### src/rtl/ptrfile_pkg.sv
package ptrfile_pkg;
    localparam int NUM_REGS = 16;
    localparam int WORD_W   = 16;
    localparam int HALF_W   = WORD_W / 2;
    localparam int IDX_W    = $clog2(NUM_REGS);

    typedef logic [IDX_W-1:0]  idx_t;
    typedef logic [WORD_W-1:0] word_t;
    typedef logic [HALF_W-1:0] half_t;

    typedef enum logic [1:0] {
        SRC_P = 2'd0, SRC_X = 2'd1, SRC_IDX = 2'd2, SRC_IDX_ALT = 2'd3
    } src_e;

    typedef enum logic [1:0] {
        AM_PLAIN = 2'd0, AM_POSTINC = 2'd1, AM_PREDEC = 2'd2, AM_PLAIN_ALT = 2'd3
    } amode_e;

    typedef enum logic [1:0] {
        ST_NONE = 2'd0, ST_INC = 2'd1, ST_DEC = 2'd2, ST_NONE_ALT = 2'd3
    } step_e;

    // Full-word update request for one register
    typedef struct packed {
        logic  en;
        idx_t  idx;
        word_t val;
    } wupd_t;

    // Byte-half write request
    typedef struct packed {
        logic  en;
        logic  hi;
        idx_t  idx;
        half_t val;
    } hupd_t;

    function automatic word_t bump(word_t w, logic down);
        return down ? (w - word_t'(1)) : (w + word_t'(1));
    endfunction

    function automatic half_t pick_half(word_t w, logic hi);
        return hi ? w[WORD_W-1:HALF_W] : w[HALF_W-1:0];
    endfunction

    function automatic word_t merge_half(word_t w, logic hi, half_t b);
        return hi ? {b, w[HALF_W-1:0]} : {w[WORD_W-1:HALF_W], b};
    endfunction
endpackage

### src/rtl/ptr_sel.sv
module ptr_sel
    import ptrfile_pkg::*;
(
    input  logic clk,
    input  logic rst,
    input  logic set_p_en,
    input  idx_t p_val,
    input  logic set_x_en,
    input  idx_t x_val,
    output idx_t p_sel,
    output idx_t x_sel
);
    always_ff @(posedge clk) begin
        if (rst) begin
            p_sel <= '0;
            x_sel <= '0;
        end else begin
            if (set_p_en) p_sel <= p_val;
            if (set_x_en) x_sel <= x_val;
        end
    end
endmodule

### src/rtl/ptr_addr_gen.sv
module ptr_addr_gen
    import ptrfile_pkg::*;
(
    input  word_t [NUM_REGS-1:0] regs,
    input  idx_t                 p_sel,
    input  idx_t                 x_sel,
    input  logic [1:0]           acc_src,
    input  idx_t                 acc_idx,
    input  logic [1:0]           acc_mode,
    input  logic [1:0]           step_op,
    input  idx_t                 step_idx,
    output word_t                acc_addr,
    output wupd_t                adj,
    output wupd_t                step
);
    idx_t   tgt;
    word_t  cur;
    src_e   src;
    amode_e mode;
    step_e  sop;

    always_comb begin
        src  = src_e'(acc_src);
        mode = amode_e'(acc_mode);
        sop  = step_e'(step_op);
        unique case (src)
            SRC_P:   tgt = p_sel;
            SRC_X:   tgt = x_sel;
            default: tgt = acc_idx;
        endcase
        cur = regs[tgt];

        adj.idx = tgt;
        adj.en  = 1'b0;
        adj.val = cur;
        acc_addr = cur;
        unique case (mode)
            AM_POSTINC: begin
                adj.en  = 1'b1;
                adj.val = bump(cur, 1'b0);
            end
            AM_PREDEC: begin
                adj.en   = 1'b1;
                adj.val  = bump(cur, 1'b1);
                acc_addr = adj.val;
            end
            default: ;
        endcase

        step.idx = step_idx;
        step.en  = (sop == ST_INC) || (sop == ST_DEC);
        step.val = bump(regs[step_idx], sop == ST_DEC);
    end
endmodule

### src/rtl/ptr_bank.sv
module ptr_bank
    import ptrfile_pkg::*;
(
    input  logic                 clk,
    input  logic                 rst,
    input  hupd_t                hwr,
    input  wupd_t                step,
    input  wupd_t                adj,
    output word_t [NUM_REGS-1:0] regs
);
    for (genvar i = 0; i < NUM_REGS; i++) begin : g_reg
        word_t nxt;
        logic  hit_h, hit_s, hit_a;

        always_comb begin
            hit_h = hwr.en  && (hwr.idx  == idx_t'(i));
            hit_s = step.en && (step.idx == idx_t'(i));
            hit_a = adj.en  && (adj.idx  == idx_t'(i));
            if (hit_h)      nxt = merge_half(regs[i], hwr.hi, hwr.val);
            else if (hit_s) nxt = step.val;
            else if (hit_a) nxt = adj.val;
            else            nxt = regs[i];
        end

        if (i == 0) begin : g_rst
            always_ff @(posedge clk) begin
                if (rst) regs[i] <= '0;
                else     regs[i] <= nxt;
            end
        end else begin : g_nrst
            always_ff @(posedge clk) begin
                regs[i] <= nxt;
            end
        end
    end
endmodule

### src/rtl/ptr_regfile.sv
module ptr_regfile
    import ptrfile_pkg::*;
(
    input  logic        clk,
    input  logic        rst,
    input  logic        set_p_en,
    input  logic [3:0]  p_val,
    input  logic        set_x_en,
    input  logic [3:0]  x_val,
    input  logic [1:0]  step_op,
    input  logic [3:0]  step_idx,
    input  logic        half_we,
    input  logic        half_hi,
    input  logic [3:0]  half_idx,
    input  logic [7:0]  half_wdata,
    output logic [7:0]  half_rdata,
    input  logic [1:0]  acc_src,
    input  logic [3:0]  acc_idx,
    input  logic [1:0]  acc_mode,
    output logic [15:0] acc_addr,
    output logic [3:0]  p_sel,
    output logic [3:0]  x_sel
);
    word_t [NUM_REGS-1:0] regs;
    wupd_t adj, step;
    hupd_t hwr;

    assign hwr = '{en: half_we, hi: half_hi, idx: half_idx, val: half_wdata};
    assign half_rdata = pick_half(regs[half_idx], half_hi);

    ptr_sel u_sel (
        .clk(clk), .rst(rst),
        .set_p_en(set_p_en), .p_val(p_val),
        .set_x_en(set_x_en), .x_val(x_val),
        .p_sel(p_sel), .x_sel(x_sel)
    );

    ptr_addr_gen u_agen (
        .regs(regs), .p_sel(p_sel), .x_sel(x_sel),
        .acc_src(acc_src), .acc_idx(acc_idx), .acc_mode(acc_mode),
        .step_op(step_op), .step_idx(step_idx),
        .acc_addr(acc_addr), .adj(adj), .step(step)
    );

    ptr_bank u_bank (
        .clk(clk), .rst(rst), .hwr(hwr), .step(step), .adj(adj), .regs(regs)
    );
endmodule

### config.mk
export PLATFORM = sky130hd
export DESIGN_NAME = ptr_regfile
export DESIGN_NICKNAME = d
export VERILOG_FILES = /design/src/rtl/ptrfile_pkg.sv /design/src/rtl/ptr_sel.sv /design/src/rtl/ptr_addr_gen.sv /design/src/rtl/ptr_bank.sv /design/src/rtl/ptr_regfile.sv
export SDC_FILE = /design/constraint.sdc
export NUM_CORES = 1
export LEC_CHECK = 0
export BUFFER_PORTS_ARGS = -buffer_cell sky130_fd_sc_hd__buf_2
export CAP_MARGIN = 0
export CORE_ASPECT_RATIO = 0.7
export CORE_UTILIZATION = 50
export CTS_CLUSTER_DIAMETER = 150
export DETAILED_ROUTE_END_ITERATION = 7
export PLACE_DENSITY = 0.7
export SLEW_MARGIN = 20
export SYNTH_ARGS = -nofsm -noshare
export SYNTH_HDL_FRONTEND = slang
export SYNTH_SLANG_ARGS = --single-unit
### constraint.sdc
create_clock -name clk -period 8.35 [get_ports clk]
set_clock_uncertainty 0.2 [all_clocks]
set_input_delay 1.67 -clock clk [delete_from_list [all_inputs] [get_ports clk]]
set_output_delay 1.67 -clock clk [all_outputs]
set_load 0.02 [all_outputs]
## Word level (Yosys, flattened, before mapping)

Cells that the tools add are included.

| storage, ports and cells | value |
|---|---|
| bits in registers | 264 |
| bits of input ports | 40 |
| word-level logic and storage cells | 286 |

| cells by class | value |
|---|---|
| add/subtract/negate cells | 4 |
| magnitude comparators | 3 |
| equality and inequality tests | 82 |
| multiplexer cells | 61 |
| reductions and logical operators | 102 |

Operator list:

| kind | number |
|---|---|
| $mux W16 | 54 |
| $bmux W16 S4 | 3 |
| $eq A4 B4 Y1 const B | 24 |
| $ne A2 B2 Y1 const B | 32 |
| $reduce_and A2 Y1 | 32 |
| $eq A4 B3 Y1 const B | 12 |
| $logic_and A1 B1 Y1 | 48 |
| $reduce_bool A3 Y1 | 16 |
| $add A16 B1 Y16 const B | 2 |
| $pmux W16 S2 | 1 |
| $sub A16 B1 Y16 const B | 2 |
| $eq A4 B2 Y1 const B | 6 |
| $lt A4 B5 Y1 const B | 3 |
| $eq A4 B1 Y1 const B | 3 |
| $logic_not A4 Y1 | 3 |
| $mux W8 | 1 |
| $pmux W4 S2 | 1 |
| $eq A2 B1 Y1 const B | 3 |
| $eq A2 B2 Y1 const B | 2 |
| $logic_not A2 Y1 | 1 |
| $reduce_or A2 Y1 | 1 |
| $logic_or A1 B1 Y1 | 1 |
| $mux W1 | 1 |

## Logic depth before layout (Yosys ltp)

Gate-level depths: netlist of run 1.

| depth | value |
|---|---|
| depth in word-level cells | 9 |
| gate-level depth with buffers | 20 |
| mapped depth without buffers | 16 |

## Cells and area by module

Synthesis of run 1 repeated with hierarchy kept, for this count alone.

| second synthesis, totals | value |
|---|---|
| cell total of the unflattened synthesis | 2,184 |
| area total of the unflattened synthesis | 22,865.7 µm² |

Modules (own cells, without submodules):

| module | times used | cells an instance | area each (µm²) | sequential area each (µm²) |
|---|---|---|---|---|
| ptr_bank | 1 | 1,361 | 14,375.0 | 7,527.2 |
| ptr_addr_gen | 1 | 689 | 6,212.2 | 0.0 |
| ptr_regfile | 1 | 107 | 1,994.4 | 0.0 |
| ptr_sel | 1 | 27 | 284.0 | 160.2 |

## Worst setup path after synthesis of run 1

Ideal clock, no wire load.

| path | value |
|---|---|
| path type | input -> register |
| start point | input port step_idx[1] |
| end point | register u_bank.regs[110] in the netlist's numbering, data pin |
| library setup time | 0.275 ns |
| data arrival time | 6.888 ns |
| data required time | 7.875 ns |
| path slack | 0.987 ns |
| cell stages on the path | 18 |
| path buffers | 4 |
| path through | buf_1 clkbuf_1 buf_1 mux4_2 mux4_2 fa_1 a21o_1 a21oi_1 o21bai_1 a21o_1 a21oi_1 o21ai_0 o41ai_1 o21bai_1 a21oi_1 xor2_1 clkbuf_1 o221ai_1 |

| on the way | value |
|---|---|
| word-level cells in the longest chain between the ends | 6 |
| elaborated cells between the ends (all ways) | 9 |
| those cells by class | add/sub (2); eq/ne (1); mux (5); reduce/logical (1) |

RTL lines:

| element | line | source |
|---|---|---|
| start: declaration | ptr_regfile.sv:11 | `input logic [3:0] step_idx,` |
| $bmux W16 S4 | ptr_addr_gen.sv:52 | `step.val = bump(regs[step_idx], sop == ST_DEC);` |
| $mux W16 (implied by the code) | ptr_addr_gen.sv:52 |  |
| $add A16 B1 Y16 / $sub A16 B1 Y16 (equally long branches) | ptrfile_pkg.sv:39 | `return down ? (w - word_t'(1)) : (w + word_t'(1));` |
| $mux W16 | ptrfile_pkg.sv:39 |  |
| $mux W16 * | ptr_bank.sv:20 | `else if (hit_s) nxt = step.val;` |
| $mux W16 * | ptr_bank.sv:19 | `if (hit_h) nxt = merge_half(regs[i], hwr.hi, hwr.val);` |
| via u_bank.g_reg[6].nxt[14] | ptr_bank.sv:12 | `word_t nxt;` |
| end signal: indexed assignment | ptr_bank.sv:32 | `regs[i] <= nxt;` |
| end: declaration | ptr_bank.sv:9 | `output word_t [NUM_REGS-1:0] regs` |

The timed path passes the listed nets; every way through them passes the cells marked *. The select of a mux whose other input is x is not followed.
A chain may end at the register's enable or synchronous reset.

## Worst setup path in the final report of run 1

| path | value |
|---|---|
| start point | input port acc_src[0] |
| end point | output port acc_addr[15] |

| on the way | value |
|---|---|
| word-level cells in the longest chain between the ends | 6 |
| elaborated cells between the ends (all ways) | 7 |
| those cells by class | add/sub (1); eq/ne (1); mux (4); reduce/logical (1) |

RTL lines:

| element | line | source |
|---|---|---|
| start: declaration | ptr_regfile.sv:17 | `input logic [1:0] acc_src,` |
| $eq A2 B1 Y1 / $logic_not A2 Y1 (equally long branches) | ptr_addr_gen.sv:26 | `unique case (src)` |
| $pmux W4 S2 * | ptr_addr_gen.sv:26 |  |
| $bmux W16 S4 * | ptr_addr_gen.sv:31 | `cur = regs[tgt];` |
| $mux W16 (implied by the code) * | ptr_addr_gen.sv:31 |  |
| $sub A16 B1 Y16 | n/a |  |
| $mux W16 * | ptr_addr_gen.sv:37 | `unique case (mode)` |
| end: declaration | ptr_regfile.sv:20 | `output logic [15:0] acc_addr,` |

Mark *: on every way between the ends. The rest lies on a longest branch, timed or not. The select of a mux whose other input is x is not followed.

==> impl_results.md, run 1 <==
* Root buf cell: clkbuf_16
* Post CTS Setup Buffer Count at 0
* Die Y at 174 um
* FF-to-FF setup slack at between 2 and 2.5 ns
* Hold Path End: u_sel.x_sel[2]
* Total power at 4.95 mW
* Wire per inst at 38.5 um
* Failing checks: design-rule violations
* Final WL at ~100000 um
* Sequential share of power at 0.342
* Post-place setup slack at 0.492 ns
* First-pass GRT wire length at 139000 um
* Nets at 2086
* Final-report hold violation count at 0
* Non-Filler Instances at approximately 2600
* # rows at slightly above 60
* Status: finished with violations
* Post-synthesis compound-gate area fraction at 0.193
* DRT iter0 DRCs at 4258
* HPWL Detailed at 74100 um
* Syn Nets at 2118
* Net Sw Power at between 1.5 and 2 mW
* Cell chain of the critical path: buf_2 > mux2i_1 > o21a_2 > buf_4 > nand3_1 > a32o_1 > a221oi_2 > nand3_2 > nor4_4 > nand2_1 > or2_2 > xnor2_1 > buf_4 > buf_2
* First drt pass iteration count at 8
* Kind of critical path: input port to output port
* Area Growth Syn to Fin at 9.13%
* Min Tclk post-route at between 7 and 8 ns
* FMAX at 126 MHz
* Synth area leaders: edfxtp_1 34%, mux4_2 17%, mux2i_1 6.2%, nand2_1 4.2%, a22oi_1 3.6%
* IO Count at 72
* Placed cell count at between 2000 and 3000
* Max stage delay on crit path at around 0.7 ns
* Setup slack after layout at 0.400 ns
* Hold_buf cts at 0
* Clock latency on the worst-skew pair at roughly 0.63 ns
* Number of global-route vias before repair at 18100
* Post-synth top area share at 0.340
* Post-Synth Simple-Gate Area at 0.123
* Fraction of layout cells with a size suffix above 1 at 0.209
* Initial core utilization at 0.512
* Sequential area share after synthesis at 0.363
* Internal at between 3 and 4 mW
* Logic pwr share at 0.366
* Lkg Pwr at slightly above 8 nW
* Unrepaired setup endpoints after global routing: false
* Final setup vio count at 0
* Final period util at 0.952
* Worst-path fanout max at 18
* GRT Total Usage at 0.456
* Most common flop cell mapped by yosys: edfxtp_1
* Min-delay worst type: register to register
* Worst EP required at ~6.5 ns
* Die width at 248 um
* Mean Syn Cell Area at 10.3 sq um
* DRC viols at 2
* Hold Path Depth at 2
* Number of buffers created by CTS at 30
* Post-synth EDFFs at 240
* Clock Power Share at 0.292
* Adder-Cell Fraction of Synth Area at 0.0128
* Netlist cell types at 75
* TritonCTS clock tree: yes
* GR Overflow Total at 0
* Largest net degree at the start of global routing at 47
* Worst slew pin tran at 1.27 ns
* Buffers on Ports at 71
* Yosys reg bits at 264
* Via density at 7.87
* Synth top cells by count: 240 x edfxtp_1, 238 x nand2_1, 174 x nor2_1, 163 x mux4_2, 143 x clkbuf_1
* Type of element launching the critical path: input port
* CTS sink cnt at 264
* Largest family of logic cells by synthesized area: multiplexers
* Critical path's slowest cell: a221oi_2
* Max-slew violation count at 0
* Max VDD drop at between 0.15 and 0.2 mV
* Synthesis Warnings at 0
* Rel. slew slack at 0.153
* Mux cell area share after synthesis at 0.251
* Worst-path clk slew at 0.06 ns
* R2r worst-path depth at 13
* Synth area leader: edfxtp_1
* CP endpoint kind: output port
* Switching part of the total at 0.392
* Crit path arrival time at 6.08 ns
* Final weighted congestion in routability-driven placement at 1.11
* Die area at about 0.043 sq mm
* Synthesized instance count at 2057
* R2r startpoint: u_sel.x_sel[0]
* Most common cell in the netlist: edfxtp_1
* Ys async rst share at 0
* XOR/XNOR Fraction of Synth Area at 0.0120
* MaxCap Viol Count at 0
* CTS Buffer Depth at 3
* Mapped Area at 0.0212 sq mm
* Core area at roughly 0.041 sq mm
* Post-CTS Resized at 0
* Reg2reg end: u_bank.regs[111]
* Initial antenna violation count at 5
* HP Start: u_sel.x_sel[2]
* CTS H-tree lvls at 1
* TNS Setup at 0 ns
* Routed via count at 20400
* ANT nets after route at 0
* Power Density at 214 mW/mm^2
==> how the worst max path moves through the flow <==
stage                           start          endpoint  cells past startpoint
final                      acc_src[0]      acc_addr[15]                     14
after global routing       acc_src[0]      acc_addr[15]                     14
after CTS                  acc_src[0]      acc_addr[15]                     14
after detailed placement   acc_src[0]      acc_addr[15]                     14
after global placement     acc_src[0]      acc_addr[15]                     14
after floorplan           step_idx[1]  u_bank.regs[110]                     18
==> layout by cell type, fill, tap and decap left out, types with 9 or more instances in the layout <==
master,synthesis,final
a22oi_1,102,102
inv_1,20,20
o221ai_1,53,53
dfxtp_1,24,24
a221oi_1,43,38
a21o_1,16,16
o21ai_0,140,139
ha_1,20,20
buf_4,7,79
a221o_1,10,10
xor2_1,14,12
nand2b_1,12,12
and3_1,16,16
o21bai_1,9,9
nor2b_1,10,9
a32o_1,20,20
mux4_2,163,163
buf_2,20,67
nand2_1,238,238
clkbuf_16,0,30
a211oi_1,15,15
o22ai_1,13,13
mux2i_1,131,131
nor2_1,174,170
nor3_1,23,19
a21oi_1,109,107
mux2_2,27,27
o21ai_1,15,14
edfxtp_1,240,240
and2_1,11,11
xnor2_1,15,14
nand3_1,70,70
==> per-layer routing <==
layer | up-vias | global-route usage | share of wire
li1 | 8055 | - | -
met1 | 10100 | 0.666 | 0.38
met2 | 2078 | 0.579 | 0.39
met3 | 194 | 0.251 | 0.21
met4 | 6 | 0.0946 | 0.023
met5 | - | 0.0215 | 0.0016
==> critical path: cells and delay by family <==
| kind | cells | cell delay, ns |
|---|---|---|
| muxes | 1 | 0.36 |
| AOI/OAI and AO/OA | 3 | 1.60 |
| and+or+nand+nor | 5 | 1.41 |
| xor gates and xnor gates | 1 | 0.18 |
| buffers and inverters | 4 | 0.82 |
==> cells by family after synthesis <==
group	Yosys count
muxes	324
buffers and inverters	234
and+or+nand+nor	592
xor gates and xnor gates	29
AOI/OAI and AO/OA	593
adders and majority gates	21
DFF	264
==> area by class of cell <==
cell class                      count  area (sq um)
Fill cell                        3576         18300
Multi-Input combinational cell   1559         12700
Timing Repair Buffer              148           968
Inverter                           22          82.6
Sequential cell                   264          7690
Clock buffer                       33           762
Antenna cell                        5          12.5
Clock inverter                     20           264
Tap cell                          544           681
==> power groups by stage <==
stage	logic [mW]	clock network [mW]	registers, mW
global route	1.84	1.47	1.69
floorplan	1.04	0	1.66
global placement	1.67	0	1.71
CTS	1.70	1.43	1.68
detailed placement	1.69	0	1.71
finish	1.81	1.45	1.69
==> registers in the layout, indices dropped and copies added (netlist names) <==
| register | cells |
|---|---|
| u_sel.x_sel | 4 |
| u_bank.regs | 256 |
| u_sel.p_sel | 4 |
==> per-stage QoR <==
step,util,hold WS (ns),area (sq um)
6_report,0.558,0.323,23100
4_1_cts,0.557,0.332,23100
3_3_place_gp,0.532,0.291,22100
2_1_floorplan,-,0.262,21200
5_1_grt,0.558,0.369,23100
3_5_place_dp,0.533,0.317,22100
Power figures use the tool's default switching activity.
==> inputs of run 2 (changes only) <==
--- a/config.mk
+++ b/config.mk
@@ -9,6 +9,7 @@
 export CAP_MARGIN = 0
 export CORE_ASPECT_RATIO = 0.7
 export CORE_UTILIZATION = 50
+export CTS_BUF_LIST = sky130_fd_sc_hd__clkbuf_4 sky130_fd_sc_hd__clkbuf_8
 export CTS_CLUSTER_DIAMETER = 150
 export DETAILED_ROUTE_END_ITERATION = 7
 export PLACE_DENSITY = 0.7
==> impl_results.md, run 2 (synthesis results as in run 1) <==
* Status: finished with violations
* Failing checks: design-rule violations
* TritonCTS clock tree: yes
* Final weighted congestion in routability-driven placement at around 1.1
* CP endpoint kind: output port
* Nets at 2101
* M1 WL at just under 40000 um
* Lkg Pwr at 8.12 nW
* Wire per inst at 38.1 um
* GR Overflow Total at 0
* Final Core Density at 0.556
* Number of buffers created by CTS at 45
* Switching part of the total at 0.403
* # rows at just over 60
* Power Density at 208 mW/mm^2
* Net Sw Power at roughly 1.9 mW
* IO Count at between 70 and 80
* R2r worst-path depth at 17
* Uppermost routed layer: met5
* DRC viols at 2
* Post CTS Setup Buffer Count at 0
* Worst Setup SP: acc_src[0]
* FMAX at around 130 MHz
* Max VDD drop at 0.125 mV
* R2r startpoint: u_bank.regs[144]
* Largest net degree at the start of global routing at between 40 and 50
* Crit path arrival time at just over 6 ns
* Buffers on Ports at 71
* MaxCap Viol Count at 0
* WL met2 at 37900 um
* Worst-path clk slew at 0.06 ns
* Die Y at 174 um
* Number of global-route vias before repair at between 15000 and 20000
* Final setup vio count at 0
* Most frequent cells in the layout: 240 x edfxtp_1, 238 x nand2_1, 170 x nor2_1
* Worst slew pin tran at 1.24 ns
* ANT nets after route at 0
* CTS Buffer Depth at 3
* Min-delay worst type: register to register
* Hold_buf cts at 0
* CTS H-tree lvls at 2
* Top Registers: u_bank.regs: 256 flops, u_sel.p_sel: 4 flops, u_sel.x_sel: 4 flops
* Top reg by flops: u_bank.regs
* Non-Filler Instances at 2620
* Core area at roughly 0.041 sq mm
* Worst-path fanout max at 10
* Sequential share of power at 0.354
* Rel. slew slack at 0.171
* Cell chain of the critical path: buf_2 > mux2i_1 > nor2_1 > a21oi_2 > nor2_2 > buf_4 > a221oi_1 > nand3_1 > nor4_4 > nand2_1 > or2_2 > xnor2_1 > buf_4 > buf_2
* Final WL at 99800 um
* Initial antenna violation count at 6
* Largest register FFs at 256
* Area Growth Syn to Fin at 8.61%
* Kind of critical path: input port to output port
* Commonest non-fill, non-tap cell in the layout: edfxtp_1
* Final-report hold violation count at 0
* First-pass GRT wire length at around 140000 um
* Type of element launching the critical path: input port
* Max-slew violation count at 0
* Clock Power Share at 0.268
* HPWL Detailed at 74100 um
* Routed via count at 20600
* Hold Path Depth at 2
* Internal at 2.86 mW
* First drt pass iteration count at 8
* HP Start: u_sel.x_sel[2]
* Die width at approximately 250 um
* TNS Setup at 0 ns
* Fraction of layout cells with a size suffix above 1 at 0.217
* Placed cell count at approximately 2500
* DRT iter0 DRCs at 4289
* Min Tclk post-route at 7.98 ns
* Post-CTS Resized at 0
* Unrepaired setup endpoints after global routing: false
* Root buf cell: clkbuf_8
* CTS sink cnt at 264
* Die area at 0.0432 sq mm
* Via density at 7.85
* Critical path's slowest cell: a221oi_1
* Max stage delay on crit path at 0.78 ns
* Worst EP required at 6.48 ns
* Logic pwr share at 0.378
* Metal3 WL at 20500 um
* Final period util at 0.956
* Initial core utilization at 0.512
* Clock latency on the worst-skew pair at around 0.65 ns
* GRT Total Usage at 0.457
## run 2: cell count changes in the layout (fill, tap and decap cells not counted), sizes merged
cell      previous run  this run
clkbuf              33        58
bufinv               5         3
clkinv              10        16
clkinvlp             6         2
## run 2: final timing paths
kind,endpoint,slack [ns]
setup reg to reg,u_bank.regs[110],2.45
setup / recovery,acc_addr[15],0.37
hold / removal,u_sel.x_sel[2],0.32
hold reg to reg,u_sel.x_sel[2],0.32
## run 2: metal layers
metal / vias to the layer above / GRT usage
met5: - / 0
met4: 6 / 0.101
met3: 215 / 0.259
met2: 2107 / 0.573
met1: 10200 / 0.667
li1: 8088 / -
## run 2: worst max-delay path, delay by kind of cell
family | cells | cell delay [ns]
XOR/XNOR | 1 | 0.19
multiplexers | 1 | 0.23
AND/OR/NAND/NOR | 6 | 1.73
AO/OA/AOI/OAI | 2 | 1.49
buffers and inverters | 4 | 0.79
## run 2: final cells by class
cell class	count	area (sq um)
fill	3593	18400
multi-input combinational	1559	12700
sequential	264	7690
timing repair buffer	148	968
clock buffer	58	723
tap	544	681
clock inverter	20	195
inverter	22	82.6
antenna	5	12.5
## run 2: through the flow
stage          area (sq um)  setup WS (ns)  power, mW  hold WS (ns)
2_1_floorplan         21200          0.987       2.71         0.262
3_3_place_gp          22100          0.554       3.38         0.291
3_5_place_dp          22100          0.492       3.40         0.317
4_1_cts               23000          0.473       4.64         0.331
5_1_grt               23000          0.225       4.85         0.369
6_report              23000          0.365       4.78         0.323
## run 2: power by group through the flow
stage / Sequential, mW / Combinational (mW) / Clock, mW
final: 1.69 / 1.81 / 1.28
after global routing: 1.69 / 1.84 / 1.31
after CTS: 1.68 / 1.69 / 1.26
after detailed placement: 1.71 / 1.69 / 0
after global placement: 1.71 / 1.67 / 0
after floorplan: 1.66 / 1.04 / 0
